`src/rtl/dspi_pkg.sv`:
```
package dspi_pkg;

    localparam int FRAME_W = 32;
    localparam int NB_W    = $clog2(FRAME_W + 1);
    localparam logic [4:0] START_PREFIX = 5'b01110;

    typedef enum logic [1:0] {
        OP_IDX_WR  = 2'd0,
        OP_REG_WR  = 2'd1,
        OP_REG_RD  = 2'd2,
        OP_STAT_RD = 2'd3
    } dspi_op_e;

    typedef enum logic [1:0] {
        ST_IDLE  = 2'd0,
        ST_SHIFT = 2'd1,
        ST_GAP   = 2'd2
    } dspi_state_e;

    typedef struct packed {
        logic [FRAME_W-1:0] bits;
        logic [NB_W-1:0]    nbits;
    } dspi_frame_t;

    function automatic int calc_half_div(input longint clk_hz, input longint max_hz);
        longint q;
        q = (clk_hz + 2 * max_hz - 1) / (2 * max_hz);
        if (q < 1) q = 1;
        return int'(q);
    endfunction

    function automatic logic [7:0] start_byte(input logic id, input logic sel, input logic rd);
        return {START_PREFIX, id, sel, rd};
    endfunction

    function automatic logic has_data_frame(input dspi_op_e op);
        return (op == OP_REG_WR) || (op == OP_REG_RD);
    endfunction

    function automatic logic is_read(input dspi_op_e op);
        return (op == OP_REG_RD) || (op == OP_STAT_RD);
    endfunction

    function automatic dspi_frame_t build_frame(
        input dspi_op_e    op,
        input logic        data_phase,
        input logic        id,
        input logic [7:0]  idx,
        input logic [15:0] wd
    );
        dspi_frame_t f;
        f.nbits = NB_W'(24);
        f.bits  = {start_byte(id, 1'b0, 1'b0), 8'h00, idx, 8'h00};
        case (op)
            OP_REG_WR:
                if (data_phase) f.bits = {start_byte(id, 1'b1, 1'b0), wd, 8'h00};
            OP_REG_RD:
                if (data_phase) f.bits = {start_byte(id, 1'b1, 1'b1), 24'h000000};
            OP_STAT_RD: begin
                f.bits  = {start_byte(id, 1'b0, 1'b1), 24'h000000};
                f.nbits = NB_W'(32);
            end
            default: ;
        endcase
        return f;
    endfunction

endpackage

```
`src/rtl/dspi_tick_gen.sv`:
```
module dspi_tick_gen #(
    parameter int HALF_DIV = 25
) (
    input  logic clk,
    input  logic rst,
    input  logic run,
    output logic tick
);
    localparam int CW = (HALF_DIV > 1) ? $clog2(HALF_DIV) : 1;
    localparam logic [CW-1:0] LAST = CW'(HALF_DIV - 1);

    logic [CW-1:0] cnt_q;

    always_ff @(posedge clk) begin
        if (rst || !run) begin
            cnt_q <= '0;
        end else if (cnt_q == LAST) begin
            cnt_q <= '0;
        end else begin
            cnt_q <= cnt_q + 1'b1;
        end
    end

    assign tick = run && (cnt_q == LAST);
endmodule

```
`src/rtl/dspi_shifter.sv`:
```
module dspi_shifter #(
    parameter int W = 32
) (
    input  logic         clk,
    input  logic         rst,
    input  logic         load,
    input  logic [W-1:0] load_bits,
    input  logic         invert,
    input  logic         sample,
    input  logic         advance,
    input  logic         miso,
    output logic         mosi,
    output logic [W-1:0] rx_word
);
    logic [W-1:0] tx_q;
    logic [W-1:0] rx_q;

    always_ff @(posedge clk) begin
        if (rst) begin
            tx_q <= '0;
            rx_q <= '0;
        end else if (load) begin
            tx_q <= load_bits ^ {W{invert}};
            rx_q <= '0;
        end else begin
            if (advance) tx_q <= {tx_q[W-2:0], 1'b0};
            if (sample)  rx_q <= {rx_q[W-2:0], miso};
        end
    end

    assign mosi    = tx_q[W-1];
    assign rx_word = rx_q;
endmodule

```
`src/rtl/dspi_reg_master.sv`:
```
module dspi_reg_master
    import dspi_pkg::*;
#(
    parameter longint CLK_HZ      = 200_000_000,
    parameter longint SCLK_MAX_HZ = 4_000_000
) (
    input  logic        clk,
    input  logic        rst,
    input  logic        cmd_valid,
    input  logic [1:0]  cmd_op,
    input  logic [7:0]  cmd_index,
    input  logic [15:0] cmd_wdata,
    input  logic        cfg_dev_id,
    input  logic        cfg_tx_invert,
    output logic        busy,
    output logic        done,
    output logic [15:0] rd_data,
    output logic        sclk,
    output logic        mosi,
    input  logic        miso,
    output logic        cs_n
);
    localparam int HALF_DIV = calc_half_div(CLK_HZ, SCLK_MAX_HZ);

    dspi_state_e     state_q;
    dspi_op_e        op_q;
    logic [7:0]      idx_q;
    logic [15:0]     wd_q;
    logic            id_q;
    logic            inv_q;
    logic            data_ph_q;
    logic            gap_half_q;
    logic            sclk_q;
    logic            cs_n_q;
    logic            done_q;
    logic [15:0]     rd_q;
    logic [NB_W-1:0] bitcnt_q;
    logic [NB_W-1:0] nbits_q;

    logic               tick;
    logic               idle;
    logic               accept;
    logic               more;
    logic               next_frame;
    logic               load;
    logic               last_bit;
    logic               sample;
    logic               advance;
    logic               inv_sel;
    dspi_frame_t        frame_ld;
    logic [FRAME_W-1:0] rx_word;

    assign idle       = (state_q == ST_IDLE);
    assign accept     = idle && cmd_valid;
    assign more       = has_data_frame(op_q) && !data_ph_q;
    assign next_frame = (state_q == ST_GAP) && tick && gap_half_q && more;
    assign load       = accept || next_frame;
    assign last_bit   = (bitcnt_q == nbits_q - 1'b1);
    assign sample     = (state_q == ST_SHIFT) && tick && !sclk_q;
    assign advance    = (state_q == ST_SHIFT) && tick && sclk_q && !last_bit;
    assign inv_sel    = idle ? cfg_tx_invert : inv_q;

    always_comb begin
        if (idle) begin
            frame_ld = build_frame(dspi_op_e'(cmd_op), 1'b0, cfg_dev_id, cmd_index, cmd_wdata);
        end else begin
            frame_ld = build_frame(op_q, 1'b1, id_q, idx_q, wd_q);
        end
    end

    dspi_tick_gen #(.HALF_DIV(HALF_DIV)) u_tick (
        .clk  (clk),
        .rst  (rst),
        .run  (!idle),
        .tick (tick)
    );

    dspi_shifter #(.W(FRAME_W)) u_shift (
        .clk       (clk),
        .rst       (rst),
        .load      (load),
        .load_bits (frame_ld.bits),
        .invert    (inv_sel),
        .sample    (sample),
        .advance   (advance),
        .miso      (miso),
        .mosi      (mosi),
        .rx_word   (rx_word)
    );

    always_ff @(posedge clk) begin
        if (rst) begin
            state_q    <= ST_IDLE;
            op_q       <= OP_IDX_WR;
            idx_q      <= '0;
            wd_q       <= '0;
            id_q       <= 1'b0;
            inv_q      <= 1'b0;
            data_ph_q  <= 1'b0;
            gap_half_q <= 1'b0;
            sclk_q     <= 1'b0;
            cs_n_q     <= 1'b1;
            done_q     <= 1'b0;
            rd_q       <= '0;
            bitcnt_q   <= '0;
            nbits_q    <= '0;
        end else begin
            done_q <= 1'b0;
            case (state_q)
                ST_IDLE: begin
                    if (cmd_valid) begin
                        op_q      <= dspi_op_e'(cmd_op);
                        idx_q     <= cmd_index;
                        wd_q      <= cmd_wdata;
                        id_q      <= cfg_dev_id;
                        inv_q     <= cfg_tx_invert;
                        data_ph_q <= 1'b0;
                        nbits_q   <= frame_ld.nbits;
                        bitcnt_q  <= '0;
                        cs_n_q    <= 1'b0;
                        state_q   <= ST_SHIFT;
                    end
                end
                ST_SHIFT: begin
                    if (tick) begin
                        if (!sclk_q) begin
                            sclk_q <= 1'b1;
                        end else begin
                            sclk_q <= 1'b0;
                            if (last_bit) begin
                                cs_n_q     <= 1'b1;
                                gap_half_q <= 1'b0;
                                state_q    <= ST_GAP;
                            end else begin
                                bitcnt_q <= bitcnt_q + 1'b1;
                            end
                        end
                    end
                end
                ST_GAP: begin
                    if (tick) begin
                        if (!gap_half_q) begin
                            gap_half_q <= 1'b1;
                        end else if (more) begin
                            data_ph_q <= 1'b1;
                            nbits_q   <= frame_ld.nbits;
                            bitcnt_q  <= '0;
                            cs_n_q    <= 1'b0;
                            state_q   <= ST_SHIFT;
                        end else begin
                            done_q  <= 1'b1;
                            if (is_read(op_q)) rd_q <= rx_word[15:0];
                            state_q <= ST_IDLE;
                        end
                    end
                end
                default: state_q <= ST_IDLE;
            endcase
        end
    end

    assign busy    = !idle;
    assign done    = done_q;
    assign rd_data = rd_q;
    assign sclk    = sclk_q;
    assign cs_n    = cs_n_q;
endmodule

```
`config.mk`:
```
export PLATFORM = sky130hd
export DESIGN_NAME = dspi_reg_master
export DESIGN_NICKNAME = d
export VERILOG_FILES = /design/src/rtl/dspi_pkg.sv /design/src/rtl/dspi_tick_gen.sv /design/src/rtl/dspi_shifter.sv /design/src/rtl/dspi_reg_master.sv
export SDC_FILE = /design/constraint.sdc
export NUM_CORES = 1
export LEC_CHECK = 0
export BUFFER_PORTS_ARGS = -buffer_cell sky130_fd_sc_hd__buf_2
export CORE_MARGIN = 10
export CORE_UTILIZATION = 40
export DETAILED_ROUTE_END_ITERATION = 8
export PLACE_DENSITY = 0.55
export RECOVER_POWER = 100
export SETUP_SLACK_MARGIN = 0.02
export SYNTH_ARGS = -nofsm -noshare
export SYNTH_HDL_FRONTEND = slang
export SYNTH_SLANG_ARGS = --single-unit
```
`constraint.sdc`:
```
create_clock -name clk -period 3.95 [get_ports clk]
set_input_delay 0.1975 -clock clk [delete_from_list [all_inputs] [get_ports clk]]
set_output_delay 0.1975 -clock clk [all_outputs]
set_load 0.03 [all_outputs]
```
Word-level counts from Yosys, hierarchy flattened
Cells that the tools add are included.
Word-level totals
  register bits: 116
  bits of input ports: 32
  output and inout bits: 21
  logic and storage cells: 122
Operators by class
  add/sub/neg operators: 3
  eq/ne operators: 16
  multiplexer cells: 47
  bitwise operators: 5
  reduce and logical (&&, ||, !) cells: 34
Operator list (number)
  26-bit one-hot mux with 3 select lines: 1
  6-bit two-way mux: 12
  32-bit two-way mux: 2
  33-bit two-way mux: 1
  32-bit bitwise XOR: 1
  31-bit two-way mux: 1
  1-bit two-way mux: 18
  6-bit one-hot mux with 3 select lines: 1
  2-bit != test (second input constant): 8
  8-bit AND reduction: 2
  5-bit AND reduction: 3
  2-bit two-way mux: 6
  6-bit one-hot mux with 2 select lines: 1
  1-bit logical AND: 10
  2-bit == test (second input constant): 4
  6-bit by 1-bit adder with 6-bit output (second input constant): 1
  6-bit == test: 1
  2-bit one-hot mux with 3 select lines: 1
  6-bit AND reduction: 1
  2-bit nonzero test: 3
  6-bit by 1-bit subtractor with 6-bit output (second input constant): 1
  5-bit by 1-bit adder with 5-bit output (second input constant): 1
  5-bit == test (second input constant): 1
  2-bit by 1-bit == test with 1-bit output (second input constant): 2
  other kinds (10): 22

Logic depth before layout (Yosys ltp)
Gate-level depths: netlist of run 1.
  depth after elaboration: 8
  mapped depth: 9
  gate-level depth less buffers: 7

Hierarchy
Synthesis of run 1 repeated with hierarchy kept, for this count alone.
Unflattened totals
  cells, all modules: 628
  area total of the unflattened synthesis: 5639.2 µm²
Modules (own cells, without submodules)
  dspi_reg_master: times used 1, cells each 356, area an instance 2737.6 µm²
  dspi_shifter: times used 1, cells each 249, area an instance 2681.3 µm²
  dspi_tick_gen: times used 1, cells each 23, area an instance 220.2 µm²

Worst setup path after synthesis of run 1
Ideal clock, no wire load.
  path kind: reg2reg
  from: reg u_tick.cnt_q[0]
  to: reg u_shift.tx_q[19]
  library setup time: 0.119 ns
  arrival time: 1.809 ns
  data required time: 3.831 ns
  slack: 2.023 ns
  stages on the path, launching flop included: 9
  buffers on the path: 1
  clock period less this slack: 1.927 ns
  cell sequence: dfxtp_1 > inv_1 > ha_1 > and4b_4 > a21o_1 > a211oi_2 > nor2_1 > buf_2 > o221a_2
On the way
  longest elaborated chain between the ends: 7
  elaborated cells between the ends (all ways): 11
  those cells by class: eq/ne: 1; mux: 1; reduce/logical: 9
Ends and longest elaborated chain
  from (decl): line dspi_tick_gen.sv:12  | logic [CW-1:0] cnt_q;
  from (signal assigned): line dspi_tick_gen.sv:20  | cnt_q <= cnt_q + 1'b1;
  5-bit == test (*): line dspi_tick_gen.sv:24  | assign tick = run && (cnt_q == LAST);
  1-bit logical AND (*): line dspi_tick_gen.sv:24
  1-bit logical AND (3 in series): line dspi_reg_master.sv:56  | assign next_frame = (state_q == ST_GAP) && tick && gap_half_q && more;
  1-bit logical OR: line dspi_reg_master.sv:57  | assign load = accept || next_frame;
  32-bit two-way mux / 2-bit nonzero test (equally long branches)
  to (signal assigned): line dspi_shifter.sv:23  | tx_q <= load_bits ^ {W{invert}};
  to (signal assigned): line dspi_shifter.sv:26  | if (advance) tx_q <= {tx_q[W-2:0], 1'b0};
  to (decl): line dspi_shifter.sv:15  | logic [W-1:0] tx_q;
Mark *: on every way between the ends. The rest lies on a longest branch, timed or not.
A chain may end at the register's enable or synchronous reset.

Worst setup path after layout of run 1
  from: reg u_tick.cnt_q[0]
  to: reg u_shift.rx_q[8] (netlist: u_shift.rx_word[8])
On the way
  longest elaborated chain between the ends: 7
  elaborated cells between the ends (all ways): 9
  those cells by class: eq/ne: 1; reduce/logical: 8
Ends and longest elaborated chain
  5-bit == test (*): line dspi_tick_gen.sv:24
  1-bit logical AND (*): line dspi_tick_gen.sv:24
  1-bit logical AND (3 in series): line dspi_reg_master.sv:56
  1-bit logical OR: line dspi_reg_master.sv:57
  2-bit OR reduction (no line)
  to (signal assigned): line dspi_shifter.sv:27  | if (sample) rx_q <= {rx_q[W-2:0], miso};
  to (decl): line dspi_shifter.sv:16  | logic [W-1:0] rx_q;
Marks and branches as above.

==> flow_summary_export.csv, run 1 <==
group,metric,value,unit
clock_network,hold_buffers,0,
synth,synth_edf_count,0,
timing,fmax,334,MHz
run_status,status,"complete, but fails checks",
synth,syn_nets,626,
floorplan,die_y,131,um
grt,antenna_found_initial,0,
grt,grt_pass1_vias,3806,
synth,ys_warn_count,0,
timing,layout_setup_ws,0.960,ns
clock_network,root_buffer,"clkbuf_16",
layout,nets,653,
timing,finalSetupTns,0,ns
synth,synth-xor-area-share,4.61,%
routing,wl_per_cell,15.0,um
grt,overflow,0,
synth,synth_area_leaders,"dfxtp_1 (46%), nand2_1 (12%), a21oi_1 (9.0%), o221a_2 (4.1%), xnor2_1 (3.6%)",
floorplan,rows,40,
critical_path,start_kind,"flop",
critical_path,cp_max_fo,16,
routing,ant_nets,0,
clock_network,ctsResizeCount,0,
routing,vias,4096,
clock_network,cts_tree,"yes",
placed_design,hpwl,7.64,mm
timing,hold_viol,0,
worst_hold_path,hold_path.class,"in -> reg",
floorplan,die_w,131,um
synth,synth_top_cell_by_area,"dfxtp_1",
timing,slew_violations,17,
placed_design,globalplace.congestion,0.737,
layout,layout-drive-gt1-share,13.1,%
synth,async_flop_share,0,%
pwr,peakVddDrop,0.192,mV
critical_path,arrival,3.26,ns
synth,ys_types,52,
grt,grt_max_degree,75,
flow_run,max_cap_violations,1,
floorplan,initial_core_util,40.9,%
critical_path,r2r_slack,0.96,ns
layout,n_antenna_cell,0,
floorplan,pin_count,53,
clock_network,cts_setup_buffers,0,
critical_path,cp-endpoint,"u_shift.rx_word[8]",
routing,drtPass1Iterations,5,
synth,syn-cell-area,0.00491,sq mm
critical_path,rr_worst_depth,7,
critical_path,worstReg2RegStart,"u_tick.cnt_q[0]",
synth,synthSimpleGateAreaFrac,19.1,%
timing,clock_skew,0.00886,ns
synth,synthTopCellsByCount,"nand2_1 (158), dfxtp_1 (112), a21oi_1 (88)",
clock_network,cts_buffer_depth,2,
floorplan,core,0.0120,sq mm
run_status,failed_checks,"max-capacitance violations, max-slew violations",
synth,synth-seq-area-share,45.7,%
critical_path,crit_type,"reg -> reg",
placed_design,port-buffer-count,52,
clock_network,cts_max_level,3,
synth,synthAdderAreaFrac,1.78,%
timing,tightest_slew,1.72,ns
timing,period_minus_slack,2.99,ns
placed_design,place_worst_setup_slack,1.45,ns
timing,min_period_over_period,75.7,%
synth,synth_ff_type,"dfxtp_1",
grt,grt_use_total,13.6,%
clock_network,insertion_delay,0.35,ns
critical_path,crit_path_end_kind,"flop",
layout,area_growth,11.8,%
routing,drc,0,
synth,ys_ff_latch,112,
synth,postSynthCellCount,587,
pwr,powerDensity,444,mW/mm^2
synth,synthMuxAreaShare,0.866,%
synth,post-synth-top-count-cell,"nand2_1",
routing,vias_per_cell,5.35,
routing,routed_wl,11.5,mm
clock_network,clk_pin_slew,0.08,ns
timing,rsz0062_at_grt,"no",
critical_path,r2r_end,"u_shift.rx_word[8]",
clock_network,cts_buffers,9,
critical_path,critPathRequiredTime,4.22,ns
grt,grt_first_pass_wirelength,18.8,mm
clock_network,clock_sinks,112,
synth,synth_compound_area_share,23.6,%
synth,netlist.area_leader.share,45.7,%
synth,syn_avg_cell_area,8.36,sq um
floorplan,die-area,0.0171,sq mm
pwr,leakagePower,1.99,nW
timing,max_slew_margin,-15.8,%
critical_path,startpoint,"u_tick.cnt_q[0]",
routing,drtIter0Drc,342,
timing,setup_viol,0,
synth,synth_top_family_by_area,"compound AO/OA/AOI/OAI gates",
==> routing by layer <==
layer / global-route usage, % / vias up / wire, um
li1: - / 2096 / -
met1: 18.6 / 1911 / 5790
met2: 20.0 / 76 / 4970
met3: 3.26 / 13 / 522
met4: 5.49 / 0 / 187
met5: 0 / - / 0
==> metrics by stage <==
| step | util [%] | hold slack (ns) | cell area, sq um | power (W) | cells |
|---|---|---|---|---|---|
| finish | 45.7 | 0.0781 | 5490 | 0.00244 | 766 |
| global route | 45.7 | 0.0771 | 5490 | 0.00255 | 766 |
| CTS | 46.2 | 0.0668 | 5550 | 0.00247 | 766 |
| detailed placement | 43.5 | 0.441 | 5220 | 0.00147 | 750 |
| global placement | 43.5 | 0.437 | 5220 | 0.00147 | 750 |
| floorplan | - | 0.333 | 4910 | 0.00141 | 587 |
==> report_power, final <==
group / switching, W / internal, W / leakage (nW) / total, W
Clock: 0.000421 / 0.000577 / 0.163 / 0.000998
Combinational: 0.000140 / 0.0000963 / 0.911 / 0.000236
Sequential: 0.0000299 / 0.00118 / 0.914 / 0.00121
Total: 0.000590 / 0.00185 / 1.99 / 0.00244
==> kinds of logic (layout without fill, tap and decap cells) <==
kind of cell,count (synthesis),in the layout
multiplexers,3,3
AO/OA/AOI/OAI,175,175
XOR/XNOR,25,25
flip-flops,112,112
buffers and inverters,50,82
adder cells (fa/ha/maj),7,7
AND/OR/NAND/NOR,215,215
==> worst min-delay path by stage <==
stage,startpoint,endpoint,slack (ns),cells after the start
floorplan,cmd_index[0],idx_q[0],0.33,2
global placement,cmd_wdata[4],wd_q[4],0.44,3
detailed placement,rd_data[8],rd_data[8],0.44,2
CTS,cmd_wdata[4],wd_q[4],0.07,3
global route,cmd_wdata[7],wd_q[7],0.08,3
finish,cmd_wdata[4],wd_q[4],0.08,3
==> worst max-delay path: stages (launching register included) <==
cell and delay [ns]:
dfxtp_1 0.38, inv_1 0.06, ha_1 0.21, and4b_4 0.23, and3_1 0.19, a21oi_1 0.93
nand2_1 0.62, a21oi_1 0.28
==> state kept, by name, indices dropped and copies added (netlist names), 5 cells and up <==
| register | count |
|---|---|
| u_shift.rx_word | 16 |
| idx_q | 8 |
| u_shift.tx_q | 32 |
| rd_data | 16 |
| bitcnt_q | 6 |
| wd_q | 16 |
| u_tick.cnt_q | 5 |
==> layout by cell type, fill, tap and decap left out, drive strengths merged, types with 4 or more instances in the layout <==
cell,instances
o221ai,6
nand3b,8
o21ai,21
a311oi,4
clkbuf,32
or3,4
a21oi,90
and3,4
inv,9
buf,36
nor3,7
o21a,9
o221a,19
ha,7
xnor2,21
nor2b,4
dfxtp,112
xor2,4
nor2,16
a31oi,8
nand2,158
a221o,4
nand3,7
==> cell type report <==
cell class | instances | area [sq um]
Inverter | 8 | 30.0
Multi-Input combinational cell | 425 | 2430
Timing Repair Buffer | 58 | 277
Clock inverter | 6 | 91.3
Tap cell | 147 | 184
Sequential cell | 112 | 2240
Fill cell | 1222 | 6520
Clock buffer | 10 | 239
No activity file was read; power rests on OpenSTA's default activity.
==> run 2: changes to the inputs <==
Clock period 3.95 ns to 2.9 ns, I/O delays scaled along.
==> flow_summary_export.csv, run 2 (synthesized netlist as in run 1, its figures left out) <==
group,metric,value,unit
pwr,leakagePower,1.99,nW
floorplan,die_y,131,um
clock_network,clock_sinks,112,
pwr,p_sw_share,24.7,%
timing,setup_viol,0,
timing,max_slew_margin,47.4,%
placed_design,hpwl,7.76,mm
floorplan,die_w,131,um
pwr,peakVddDrop,0.287,mV
layout,nets,658,
floorplan,core,0.0120,sq mm
pwr,seq_power_share,51.4,%
routing,drtPass1Iterations,6,
critical_path,crit_path_end_kind,"flop",
critical_path,start_kind,"flop",
layout,largest_reg_flops,32,
critical_path,slowest_delay,0.62,ns
routing,vias_per_cell,5.31,
timing,fmax,408,MHz
grt,antenna_found_initial,0,
routing,vias,4086,
placed_design,globalplace.congestion,0.784,
floorplan,pin_count,53,
timing,finalSetupTns,0,ns
critical_path,path_cells,"nor2b_1, nand3_1, o21ai_0, clkbuf_1, nand2_1, a311oi_1",
clock_network,cts_tree,"yes",
placed_design,place_worst_setup_slack,0.723,ns
clock_network,root_buffer,"clkbuf_16",
pwr,internal_power,0.00240,W
pwr,p_clk_share,38.4,%
timing,hold_viol,0,
run_status,status,"finished clean",
pwr,combPwrFrac,10.2,%
routing,ant_nets,0,
grt,grt_first_pass_wirelength,18.9,mm
layout,area_growth,11.7,%
pwr,switchingPower,0.000786,W
timing,slew_violations,0,
critical_path,critPathRequiredTime,3.15,ns
routing,drtIter0Drc,234,
layout,n_antenna_cell,0,
floorplan,die-area,0.0171,sq mm
critical_path,crit_family,"simple AND/OR/NAND/NOR gates",
critical_path,crit_buf_inv,1,
clock_network,ctsResizeCount,0,
layout,layout-drive-gt1-share,13.6,%
clock_network,hold_buffers,0,
flow_run,max_cap_violations,0,
timing,clock_skew,0.0101,ns
clock_network,cts_buffers,9,
critical_path,arrival,2.70,ns
grt,overflow,0,
grt,grt_pass1_vias,3887,
timing,period_minus_slack,2.45,ns
clock_network,insertion_delay,0.35,ns
timing,layout_setup_ws,0.447,ns
timing,min_period_over_period,84.6,%
clock_network,cts_buffer_depth,2,
routing,wl_per_cell,14.5,um
timing,tightest_slew,0.789,ns
floorplan,initial_core_util,40.9,%
placed_design,port-buffer-count,52,
critical_path,crit_type,"reg -> reg",
clock_network,cts_setup_buffers,0,
critical_path,cp_max_fo,16,
critical_path,critPathSlowestCell,"clkbuf_1",
pwr,powerDensity,581,mW/mm^2
layout,final_common_cell,"nand2_1",
worst_hold_path,hold_path.class,"in -> reg",
grt,grt_use_total,13.6,%
floorplan,rows,40,
clock_network,cts_max_level,3,
timing,rsz0062_at_grt,"no",
grt,grt_max_degree,69,
layout,final_cell_mix,"nand2_1 (158), dfxtp_1 (112), a21oi_1 (89), buf_2 (31), clkbuf_1 (23)",
routing,routed_wl,11.2,mm
layout,top_register,"u_shift.tx_q",
routing,drc,0,
clock_network,clk_pin_slew,0.07,ns
## run 2: layout make-up
| cell class | count | area [sq um] |
|---|---|---|
| Fill cell | 1242 | 6530 |
| Multi-Input combinational cell | 425 | 2440 |
| Sequential cell | 112 | 2240 |
| Timing Repair Buffer | 63 | 308 |
| Clock buffer | 10 | 229 |
| Tap cell | 147 | 184 |
| Clock inverter | 5 | 56.3 |
| Inverter | 8 | 30.0 |
## run 2: final timing paths
path                 from               end  slack [ns]  depth (start not counted)
max            state_q[1]  u_shift.tx_q[28]        0.45                          6
min          cmd_wdata[4]           wd_q[4]        0.02                          3
max reg2reg    state_q[1]  u_shift.tx_q[28]        0.45                          6
min reg2reg    rd_data[2]        rd_data[2]        0.45                          2
## run 2: stage by stage
step	utilization, %	std cells	hold WS [ns]	cell area (sq um)	total power [W]
2_1_floorplan	-	587	0.281	4910	0.00191
3_3_place_gp	43.8	755	0.386	5260	0.00200
3_5_place_dp	43.8	755	0.392	5260	0.00201
4_1_cts	46.1	770	0.00619	5540	0.00324
5_1_grt	45.7	770	0.0171	5490	0.00334
6_report	45.7	770	0.0201	5490	0.00319
## run 2: worst register-to-register path, delay by kind of cell, from the launching register on
family                 cells  cell delay, ns
AND/OR/NAND/NOR            3            0.68
AO/OA/AOI/OAI              2            0.48
flip-flops                 1            0.58
buffers and inverters      1            0.62
## run 2: routing by layer
metal  vias to the layer above  track usage, %  wire length, um  part of all wire, %
li1                       2100               -                -                    -
met1                      1922            17.9             5450                   49
met2                        54            20.4             5040                   45
met3                        10            4.55              560                  5.0
met4                         0            4.97              155                  1.4
met5                         -               0                0                    0
## run 2: power groups by stage
| stage | logic (W) | registers, W | clock network [W] |
|---|---|---|---|
| after global routing | 0.000366 | 0.00165 | 0.00133 |
| after detailed placement | 0.000335 | 0.00167 | 0 |
| after CTS | 0.000334 | 0.00164 | 0.00127 |
| final | 0.000326 | 0.00164 | 0.00122 |
| after floorplan | 0.000249 | 0.00167 | 0 |
| after global placement | 0.000328 | 0.00167 | 0 |
==> run 3: changes to the inputs <==
Clock period 2.9 ns to 2.5 ns, I/O delays scaled along.
==> flow_summary_export.csv, run 3 (synthesized netlist as in run 1, its figures left out) <==
group,metric,value,unit
run_status,status,"finished clean",
layout,final_cell_mix,"nand2_1 (158), dfxtp_1 (112), a21oi_1 (88), buf_2 (31), clkbuf_1 (23)",
routing,drc,0,
placed_design,place_area,0.00529,sq mm
clock_network,insertion_delay,0.35,ns
timing,period_minus_slack,2.29,ns
timing,max_slew_margin,37.9,%
layout,utilization,47.2,%
placed_design,place_worst_setup_slack,0.296,ns
pwr,leakagePower,2.07,nW
timing,min_period_over_period,91.6,%
layout,final_common_cell,"nand2_1",
clock_network,clk_pin_slew,0.07,ns
critical_path,worstReg2RegStart,"u_tick.cnt_q[0]",
clock_network,ctsResizeCount,0,
grt,grt_first_pass_wirelength,19.0,mm
critical_path,start_kind,"flop",
flow_run,max_cap_violations,0,
critical_path,r2r_slack,0.21,ns
grt,overflow,0,
layout,largest_reg_flops,32,
clock_network,cts_buffer_depth,2,
grt,grt_use_total,13.8,%
routing,wl_per_cell,14.4,um
layout,area_growth,15.5,%
critical_path,critPathRequiredTime,2.74,ns
routing,ant_nets,0,
layout,nets,675,
layout,fin_area,0.00567,sq mm
timing,hold_viol,0,
critical_path,cp_max_fo,31,
layout,layout-drive-gt1-share,13.9,%
clock_network,cts_tree,"yes",
worst_hold_path,holdCritStartpoint,"cmd_index[5]",
routing,drtIter0Drc,315,
critical_path,cp-endpoint,"u_shift.tx_q[22]",
layout,top_register,"u_shift.tx_q",
clock_network,cts_max_level,3,
floorplan,core,0.0120,sq mm
timing,setup_viol,0,
clock_network,cts_buffers,9,
timing,rsz0062_at_grt,"no",
placed_design,port-buffer-count,52,
critical_path,crit_type,"reg -> reg",
critical_path,r2r_end,"u_shift.tx_q[22]",
floorplan,rows,40,
placed_design,hpwl,7.81,mm
layout,n_antenna_cell,0,
timing,clock_skew,0.00776,ns
floorplan,pin_count,53,
timing,tightest_slew,0.932,ns
timing,fmax,437,MHz
floorplan,die_w,131,um
grt,grt_max_degree,41,
routing,vias,4118,
pwr,peakVddDrop,0.342,mV
worst_hold_path,hold_path.class,"in -> reg",
clock_network,root_buffer,"clkbuf_16",
timing,finalSetupTns,0,ns
routing,drtPass1Iterations,4,
routing,routed_wl,11.3,mm
critical_path,startpoint,"u_tick.cnt_q[0]",
floorplan,initial_core_util,40.9,%
critical_path,crit_path_end_kind,"flop",
critical_path,arrival,2.53,ns
placed_design,globalplace.congestion,0.747,
grt,grt_pass1_vias,3945,
timing,hold_slack,0.0170,ns
pwr,powerDensity,663,mW/mm^2
routing,vias_per_cell,5.23,
clock_network,clock_sinks,112,
timing,slew_violations,0,
floorplan,die_y,131,um
grt,antenna_found_initial,0,
timing,layout_setup_ws,0.211,ns
floorplan,die-area,0.0171,sq mm
critical_path,rr_worst_depth,8,
## run 3: layout make-up
class	instances	area, sq um
Clock buffer	11	243
Clock inverter	5	56.3
Fill cell	1220	6340
Inverter	8	30.0
Multi-Input combinational cell	425	2430
Sequential cell	112	2240
Tap cell	147	184
Timing Repair Buffer	80	483
## run 3: report_power, final
| part | leakage, nW | total, W | switching (W) | internal [W] |
|---|---|---|---|---|
| Combinational | 1.01 | 0.000403 | 0.000229 | 0.000175 |
| Sequential | 0.914 | 0.00190 | 0.0000411 | 0.00186 |
| Clock | 0.145 | 0.00146 | 0.000652 | 0.000804 |
## run 3: how the worst min path moves through the flow
| stage | end | slack [ns] | cells past startpoint |
|---|---|---|---|
| after floorplan | idx_q[0] | 0.26 | 2 |
| after global placement | wd_q[8] | 0.37 | 3 |
| after detailed placement | wd_q[4] | 0.37 | 3 |
| after CTS | idx_q[3] | 0.004 | 3 |
| after global routing | wd_q[14] | 0.01 | 3 |
| final | idx_q[5] | 0.02 | 3 |
## run 3: stage by stage
| stage | std cells | total power [W] |
|---|---|---|
| 2_1_floorplan | 587 | 0.00222 |
| 3_3_place_gp | 758 | 0.00233 |
| 3_5_place_dp | 758 | 0.00233 |
| 4_1_cts | 788 | 0.00382 |
| 5_1_grt | 788 | 0.00393 |
| 6_report | 788 | 0.00376 |
## run 3: what timing repair did
item                      in CTS  in global routing
hold endpoints to repair      14                  0
hold buffers                  14                  0
buffers inserted               0                  0
## run 3: layer usage
metal / wire length, um / track usage [%] / vias up
li1: - / - / 2141
met4: 214 / 6.34 / 0
met2: 4920 / 20.7 / 63
met1: 5770 / 18.3 / 1898
met3: 437 / 3.10 / 16
met5: 0 / 0 / -
## run 3: worst max-delay path, stage by stage, from the launching register on
cell and delay (ns):
dfxtp_1 0.37, inv_1 0.06, ha_1 0.20, and4b_4 0.22
a21o_1 0.19, a211oi_1 0.54, nor2_2 0.12, buf_12 0.19
o221a_2 0.27
